$ cat src/rtl/blink_out_ctrl.sv
module blink_out_ctrl #(
  parameter int AW = 3,
  parameter int DW = 8
) (
  input  logic          clk,
  input  logic          rst_n,
  input  logic          wr_en,
  input  logic [AW-1:0] addr,
  input  logic [DW-1:0] wdata,
  output logic [DW-1:0] rdata,
  input  logic          blink_pin,
  output logic [2*DW:0] pull_low
);

  localparam int NOUT = 2 * DW + 1;

  logic [DW-1:0] ph0_lo, ph0_hi, ph1_lo, ph1_hi;
  logic          en_q, flip_q, o16_ph0, o16_ph1, pwm_q;
  logic [1:0]    sync_q;
  logic          blink_s, use_ph1;
  logic [NOUT-1:0] level;

  always_ff @(posedge clk or negedge rst_n) begin
    if (!rst_n) begin
      ph0_lo  <= '1;
      ph0_hi  <= '1;
      ph1_lo  <= '1;
      ph1_hi  <= '1;
      en_q    <= 1'b0;
      flip_q  <= 1'b0;
      o16_ph0 <= 1'b1;
      o16_ph1 <= 1'b1;
      pwm_q   <= 1'b0;
    end else if (wr_en) begin
      case (addr)
        AW'(0): ph0_lo <= wdata;
        AW'(1): ph0_hi <= wdata;
        AW'(2): ph1_lo <= wdata;
        AW'(3): ph1_hi <= wdata;
        AW'(4): begin
          en_q    <= wdata[0];
          flip_q  <= wdata[1];
          o16_ph0 <= wdata[2];
          o16_ph1 <= wdata[3];
          pwm_q   <= wdata[4];
        end
        default: ;
      endcase
    end
  end

  always_ff @(posedge clk or negedge rst_n) begin
    if (!rst_n) sync_q <= 2'b00;
    else        sync_q <= {sync_q[0], blink_pin};
  end

  assign blink_s  = sync_q[1];
  assign use_ph1  = en_q & (flip_q ^ blink_s);
  assign level    = use_ph1 ? {o16_ph1, ph1_hi, ph1_lo} : {o16_ph0, ph0_hi, ph0_lo};
  assign pull_low = ~level;

  always_comb begin
    rdata = '0;
    case (addr)
      AW'(0): rdata = ph0_lo;
      AW'(1): rdata = ph0_hi;
      AW'(2): rdata = ph1_lo;
      AW'(3): rdata = ph1_hi;
      AW'(4): rdata = {blink_s, 2'b00, pwm_q, o16_ph1, o16_ph0, flip_q, en_q};
      default: rdata = '0;
    endcase
  end

endmodule


$ cat config.mk
export PLATFORM = sky130hd
export DESIGN_NAME = blink_out_ctrl
export DESIGN_NICKNAME = d
export VERILOG_FILES = /design/src/rtl/blink_out_ctrl.sv
export SDC_FILE = /design/constraint.sdc
export NUM_CORES = 1
export LEC_CHECK = 0
export ABC_AREA = 1
export BUFFER_PORTS_ARGS = -buffer_cell sky130_fd_sc_hd__buf_2
export CAP_MARGIN = 20
export CORE_MARGIN = 10
export CORE_UTILIZATION = 45
export DETAILED_ROUTE_END_ITERATION = 12
export PLACE_DENSITY = 0.67
export SLEW_MARGIN = 20
export SYNTH_ARGS = -nofsm -noshare
export SYNTH_HDL_FRONTEND = slang
export SYNTH_SLANG_ARGS = --single-unit
$ cat constraint.sdc
create_clock -name clk -period 1.5 [get_ports clk]
set_clock_uncertainty 0.05 [all_clocks]
set_input_delay 0.15 -clock clk [delete_from_list [all_inputs] [get_ports clk]]
set_output_delay 0.15 -clock clk [all_outputs]
set_load 0.05 [all_outputs]
==> impl_metrics.py, run 1 <==
metrics = {
    "synth": {
        "synthesis.area_per_instance_um2": 7.73,
        "ys_seq_area_share_pct": 46.7,
        "synth_area_um2": 2180,
        "syn_nets": 297,
        "postSynthCellCount": 282,
        "synth_seq_cells": 39,
        "number_of_warnings_printed_during_yosys_synthesis": 0,
        "netlist-cell-type-count": 23,
    },
    "layout": {
        "final.fill_count": 408,
        "mostFrequentLayoutCell": "sky130_fd_sc_hd__nand2_1",
        "final_non_filler_cell_area_um2": 3010,
        "net_count_reported_at_finish": 357,
        "n_antenna_cell": 0,
        "final_cell_mix": "sky130_fd_sc_hd__nand2_1, sky130_fd_sc_hd__dfstp_2, sky130_fd_sc_hd__nand3_1",
        "synthToLayoutAreaGrowth_pct": 38.1,
        "post-route-util_pct": 63.8,
        "layout-drive-gt1-share_pct": 46.4,
    },
    "placement": {
        "port_buffers": 39,
        "preCtsSetupSlack_ns": -0.0596,
        "postPlaceCellArea_um2": 2510,
        "final_weighted_congestion_in_routability_driven_placement": 0.816,
        "detailed_place_hpwl_um": 4350,
    },
    "detailed_routing": {
        "routedLengthMet1_um": 2870,
        "detail_route.wl_per_cell_um": 15.9,
        "wl_met2_um": 3160,
        "dr_wl_met3_um": 388,
        "vias": 2114,
        "detail_route.first_pass.iterations": 4,
        "wl_um": 6510,
        "drt_drc_violations_left": 0,
        "vias_per_cell": 5.16,
        "detailed_route_iter0_violations": 159,
        "postRouteAntennaNets": 0,
        "topRoutingLayerUsed": "met4",
    },
    "sta": {
        "postLayoutSetupSlackWorst_ns": -0.273,
        "slew-limit-headroom_pct": 72.8,
        "timing.final.crit_period_ns": 1.77,
        "setup_viol": 18,
        "finalHoldViolations": 0,
        "fmaxAchievable_mhz": 564,
        "worst_slew_pin_slew_ns": 0.408,
        "setup_tns_ns": -4.31,
        "maxSlewViolCount": 0,
        "post-route-period-util_pct": 118,
        "rsz0062_at_grt": "true",
    },
    "critical_path": {
        "ff2ff_setup_slack_ns": 0.50,
        "timing.critical_path.arrival_ns": 1.57,
        "critical_path.max_stage_delay_ns": 0.40,
        "cp_data_required_time_ns": 1.30,
        "critical_path.slowest_cell": "sky130_fd_sc_hd__dfrtp_1",
        "critical_path.startpoint_type": "register",
        "endpoint_kind": "primary output",
        "critical_path_peak_fanout": 6,
        "sum_of_buffers_and_inverters_on_the_critical_path": 2,
        "timing_worst_setup_path_type": "register to primary output",
        "crit_family": "simple AND/OR/NAND/NOR gates",
        "crit_chain": "or2_1 > nand2_4 > clkbuf_16 > nand2_2 > o21ai_2 > buf_6",
    },
    "clocking": {
        "cts_buffer_depth": 2,
        "worst_skew_pair.late_latency_ns": 0.29,
        "cts_tree": "yes",
        "tritoncts_num_sinks": 39,
        "clk_pin_slew_ns": 0.07,
        "clk_root_buffer_cell": "sky130_fd_sc_hd__clkbuf_8",
        "cts_made_buffers": 5,
        "htreeDepth": 2,
    },
    "die": {
        "die_w_um": 89.6,
        "std_cell_rows": 25,
        "die_h_um": 89.6,
        "die_area_um2": 8030,
        "io_pins": 40,
        "start_util_pct": 46.2,
        "design.core.area_um2": 4720,
    },
    "power_and_ir_drop": {
        "power_leakage_nw": 1.46,
        "power-per-cell-area_nw_per_um2": 1400,
        "power.ir.vdd_worst_mv": 0.805,
        "finalPower_w": 0.00422,
    },
    "worst_hold_path": {
        "min_path_type": "input port to asynchronous set/reset pin",
    },
    "global_route": {
        "antenna_found_initial": 0,
        "grt_start_max_net_pins": 25,
        "grt_pass1_wl_um": 9730,
        "gr-total-overflow": 0,
        "first_global_vias": 1981,
        "grtUsageTotal_pct": 16.0,
    },
    "run": {
        "drv.max_cap_violation_count": 0,
    },
    "status": {
        "failed_checks": "negative setup slack",
        "run_status": "finished, violations left",
    },
}
[kinds of logic (layout without fill, tap and decap cells)]
logic type             count (synthesis)  after routing  share of synthesized area, %
buffers and inverters                 36             97                          8.09
and+or+nand+nor                      168            168                          35.9
DFF                                   39             39                          46.7
AOI/OAI and AO/OA                     39             39                          9.29
[layout make-up]
class | instances | area, um2 | share of cell area, %
multi-input cells | 207 | 1120 | 37.1
clock buffers | 7 | 76.3 | 2.53
well taps | 67 | 83.8 | 2.78
repair buffers | 64 | 614 | 20.4
flip-flops and latches | 39 | 1020 | 33.8
clock inverters | 1 | 5.00 | 0.166
inverters | 25 | 95.1 | 3.16
[report_power, final]
group	total, W	leakage [nW]	switching, W	internal [W]
registers	0.00153	0.417	0.000144	0.00139
clock network	0.000696	0.0422	0.000369	0.000327
logic	0.00199	0.997	0.00126	0.000732
[repair_timing]
item                                    in CTS  in global routing
gates resized for setup                     50                 45
endpoints found under the setup margin      23                 25
hold buffers                                 1                  0
endpoints found under the hold margin        1                  0
gates cloned                                 0                  3
pin swaps                                   13                 16
buffers inserted                             5                  4
[flip-flops by register name (all words and copies together), names as in the netlist]
signal	cells
ph0_hi	8
ph0_lo	8
ph1_hi	8
ph1_lo	8
sync_q	2
en_q	1
flip_q	1
o16_ph0	1
o16_ph1	1
pwm_q	1
[per-layer routing]
layer | vias up | global-route usage, %
met3 | 7 | 3.52
met4 | 0 | 6.21
met1 | 1008 | 20.4
li1 | 1024 | -
met5 | - | 0
met2 | 75 | 25.8
[synthesized netlist by cell type]
| library cell | count | share of area, % |
|---|---|---|
| sky130_fd_sc_hd__nand2_1 | 114 | 20 |
| sky130_fd_sc_hd__clkinv_2 | 1 | 0.23 |
| sky130_fd_sc_hd__nand3_4 | 1 | 0.80 |
| sky130_fd_sc_hd__inv_2 | 3 | 0.52 |
| sky130_fd_sc_hd__o21ai_2 | 2 | 0.80 |
| sky130_fd_sc_hd__a21oi_1 | 1 | 0.23 |
| sky130_fd_sc_hd__o21ai_1 | 4 | 0.92 |
| sky130_fd_sc_hd__buf_1 | 1 | 0.17 |
| sky130_fd_sc_hd__nor2_1 | 7 | 1.2 |
| sky130_fd_sc_hd__nand4_1 | 8 | 2.3 |
| sky130_fd_sc_hd__buf_2 | 5 | 1.1 |
| sky130_fd_sc_hd__nor2_2 | 1 | 0.29 |
| sky130_fd_sc_hd__buf_4 | 1 | 0.34 |
| sky130_fd_sc_hd__dfstp_2 | 34 | 41 |
| sky130_fd_sc_hd__inv_1 | 21 | 3.6 |
| sky130_fd_sc_hd__nor2_8 | 3 | 2.8 |
| sky130_fd_sc_hd__nand2_2 | 4 | 1.1 |
| sky130_fd_sc_hd__nor2_4 | 3 | 1.5 |
| sky130_fd_sc_hd__buf_6 | 4 | 2.1 |
| sky130_fd_sc_hd__dfrtp_1 | 5 | 5.7 |
| sky130_fd_sc_hd__o21ai_0 | 32 | 7.3 |
| sky130_fd_sc_hd__or2_0 | 1 | 0.29 |
| sky130_fd_sc_hd__nand3_1 | 26 | 6.0 |
[per-stage QoR]
step                      cells  hold slack, ns
after CTS                   403          0.0263
after floorplan             282          -0.196
final                       410          0.0220
after global placement      389           0.212
after global routing        410          0.0272
after detailed placement    389           0.211
[final timing paths]
| kind | from | endpoint | cells past startpoint |
|---|---|---|---|
| worst max-delay path | sync_q[1]$_DFF_PN0_ | pull_low[14] | 6 |
| worst min-delay path | rst_n | ph1_hi[3]$_DFFE_PN1P_ | 1 |
| worst max register to register | ph1_hi[7]$_DFFE_PN1P_ | ph1_hi[7]$_DFFE_PN1P_ | 4 |
| worst min register to register | sync_q[0]$_DFF_PN0_ | sync_q[1]$_DFF_PN0_ | 0 |
| max in group asynchronous | rst_n | ph0_hi[5]$_DFFE_PN1P_ | 2 |
| min in group clk | wdata[6] | ph1_hi[6]$_DFFE_PN1P_ | 3 |
(Power assumes the default switching activity.)
==> run 2: changes to the inputs <==
- clock period: 1.5 -> 2.2 ns (I/O delays scaled with it)
==> impl_metrics.py, run 2 (synthesis results as in run 1) <==
metrics = {
    "layout": {
        "synthToLayoutAreaGrowth_pct": 15.4,
        "final_cell_mix": "sky130_fd_sc_hd__nand2_1, sky130_fd_sc_hd__buf_2, sky130_fd_sc_hd__dfstp_2",
        "layout-drive-gt1-share_pct": 31.2,
        "instances_no_fill": 388,
        "n_antenna_cell": 0,
        "mostFrequentLayoutCell": "sky130_fd_sc_hd__nand2_1",
        "net_count_reported_at_finish": 335,
        "final.fill_count": 478,
    },
    "placement": {
        "post-place-cells": 379,
        "final_weighted_congestion_in_routability_driven_placement": 0.790,
        "detailed_place_hpwl_um": 3970,
        "port_buffers": 39,
    },
    "critical_path": {
        "critical_path_peak_fanout": 32,
        "worstReg2RegStart": "ph0_hi[3]$_DFFE_PN1P_",
        "critical-path-top-cell-by-count": "sky130_fd_sc_hd__nand2_1",
        "endpoint_kind": "primary output",
        "crit_chain": "or2_0 > nand2_1 > buf_12 > nand2_1 > o21ai_0 > buf_2",
        "cp_data_required_time_ns": 1.93,
        "critical_path.max_stage_delay_ns": 0.41,
        "ff2ff_setup_slack_ns": 1.28,
        "reg2reg_depth": 2,
        "worstReg2RegEnd": "ph0_hi[3]$_DFFE_PN1P_",
        "timing.critical_path.arrival_ns": 1.70,
        "critical_path.slowest_cell": "sky130_fd_sc_hd__dfrtp_1",
        "timing_worst_setup_path_type": "register to primary output",
        "critical_path.startpoint_type": "register",
    },
    "global_route": {
        "grt_start_max_net_pins": 40,
        "antenna_found_initial": 0,
        "first_global_vias": 1957,
        "grt_pass1_wl_um": 9290,
        "grtUsageTotal_pct": 15.0,
        "gr-total-overflow": 0,
    },
    "sta": {
        "maxSlewViolCount": 0,
        "slew-limit-headroom_pct": 43.6,
        "finalHoldViolations": 4,
        "rsz0062_at_grt": "false",
        "worst_hold_slack_ns": -0.0177,
        "setup_tns_ns": 0,
        "post-route-period-util_pct": 89.7,
        "fmaxAchievable_mhz": 507,
        "worst_slew_pin_slew_ns": 0.846,
        "setup_viol": 0,
        "timing.final.crit_period_ns": 1.97,
    },
    "run": {
        "drv.max_cap_violation_count": 0,
    },
    "die": {
        "die_h_um": 89.6,
        "io_pins": 40,
        "design.core.area_um2": 4720,
        "start_util_pct": 46.2,
        "std_cell_rows": 25,
        "die_w_um": 89.6,
        "die_area_um2": 8030,
    },
    "detailed_routing": {
        "vias": 1926,
        "wl_um": 5710,
        "drt_drc_violations_left": 0,
        "detailed_route_iter0_violations": 112,
        "vias_per_cell": 4.96,
        "detail_route.wl_per_cell_um": 14.7,
        "postRouteAntennaNets": 0,
        "detail_route.first_pass.iterations": 4,
    },
    "clocking": {
        "tritoncts_num_sinks": 39,
        "clk_pin_slew_ns": 0.07,
        "cts_resized": 0,
        "cts_tree": "yes",
        "clk_root_buffer_cell": "sky130_fd_sc_hd__clkbuf_8",
        "cts_made_buffers": 5,
        "cts_buffer_depth": 2,
        "htreeDepth": 2,
        "worst_skew_pair.late_latency_ns": 0.29,
        "cts.repair_timing.setup_buffer_count": 0,
    },
    "power_and_ir_drop": {
        "power-per-cell-area_nw_per_um2": 993,
        "power.ir.vdd_worst_mv": 0.401,
        "power_leakage_nw": 1.25,
        "finalPower_w": 0.00250,
    },
    "worst_hold_path": {
        "min_path_type": "input port to asynchronous set/reset pin",
    },
    "status": {
        "failed_checks": "negative hold slack",
        "run_status": "finished, violations left",
    },
}
-- run 2: cell count changes in the layout (fill, tap and decap cells not counted), moves of 17 or more --
cell                      change
sky130_fd_sc_hd__buf_4       -18
sky130_fd_sc_hd__o21ai_0     +17
sky130_fd_sc_hd__o21ai_2     -17
sky130_fd_sc_hd__buf_6       -23
sky130_fd_sc_hd__buf_2       +25
sky130_fd_sc_hd__nand2_1     +18
-- run 2: worst max-delay path by stage --
stage                         endpoint                 from  cells after the start  slack, ns
final                     pull_low[11]   flip_q$_DFFE_PN0P_                      6       0.23
after global routing      pull_low[14]   flip_q$_DFFE_PN0P_                      6       0.12
after CTS                 pull_low[12]   flip_q$_DFFE_PN0P_                      6       0.21
after detailed placement  pull_low[12]   flip_q$_DFFE_PN0P_                      6       0.53
after global placement        rdata[3]              addr[1]                      8       0.55
after floorplan            pull_low[0]  sync_q[1]$_DFF_PN0_                      4       0.04
-- run 2: area by class of cell --
type | instances | area (um2) | share of cell area [%]
tap | 67 | 83.8 | 3.33
inverter | 25 | 95.1 | 3.78
sequential | 39 | 1020 | 40.5
clock buffer | 8 | 100 | 3.98
timing repair buffer | 42 | 233 | 9.25
multi-input combinational | 207 | 986 | 39.2
-- run 2: worst max-delay path, delay by kind of cell, from the launching register on --
family,cells,cell delay [ns]
buf+inv,2,0.49
flops,1,0.41
compound gates,1,0.08
simple gates,3,0.44
-- run 2: routing by layer --
layer	wire length (um)	GRT usage (%)	vias up
li1	-	-	982
met2	2830	25.3	48
met5	0	0	-
met3	349	3.07	6
met4	64	7.23	0
met1	2460	17.9	890
-- run 2: report_power, final --
group / internal, W / switching, W
clock network: 0.000286 / 0.000245
registers: 0.000945 / 0.0000906
logic: 0.000222 / 0.000710
total: 0.00145 / 0.00105
-- run 2: what timing repair did --
item                                    CTS  global route
endpoints found under the hold margin     1             0
hold buffers                              1             0
endpoints found under the setup margin    0             0
-- run 2: metrics by stage --
stage / area, um2 / setup WS, ns / utilization [%]
3_3_place_gp: 2410 / 0.549 / 50.9
2_1_floorplan: 2180 / 0.0370 / -
6_report: 2520 / 0.226 / 53.3
5_1_grt: 2520 / 0.115 / 53.3
3_5_place_dp: 2410 / 0.532 / 50.9
4_1_cts: 2520 / 0.206 / 53.3
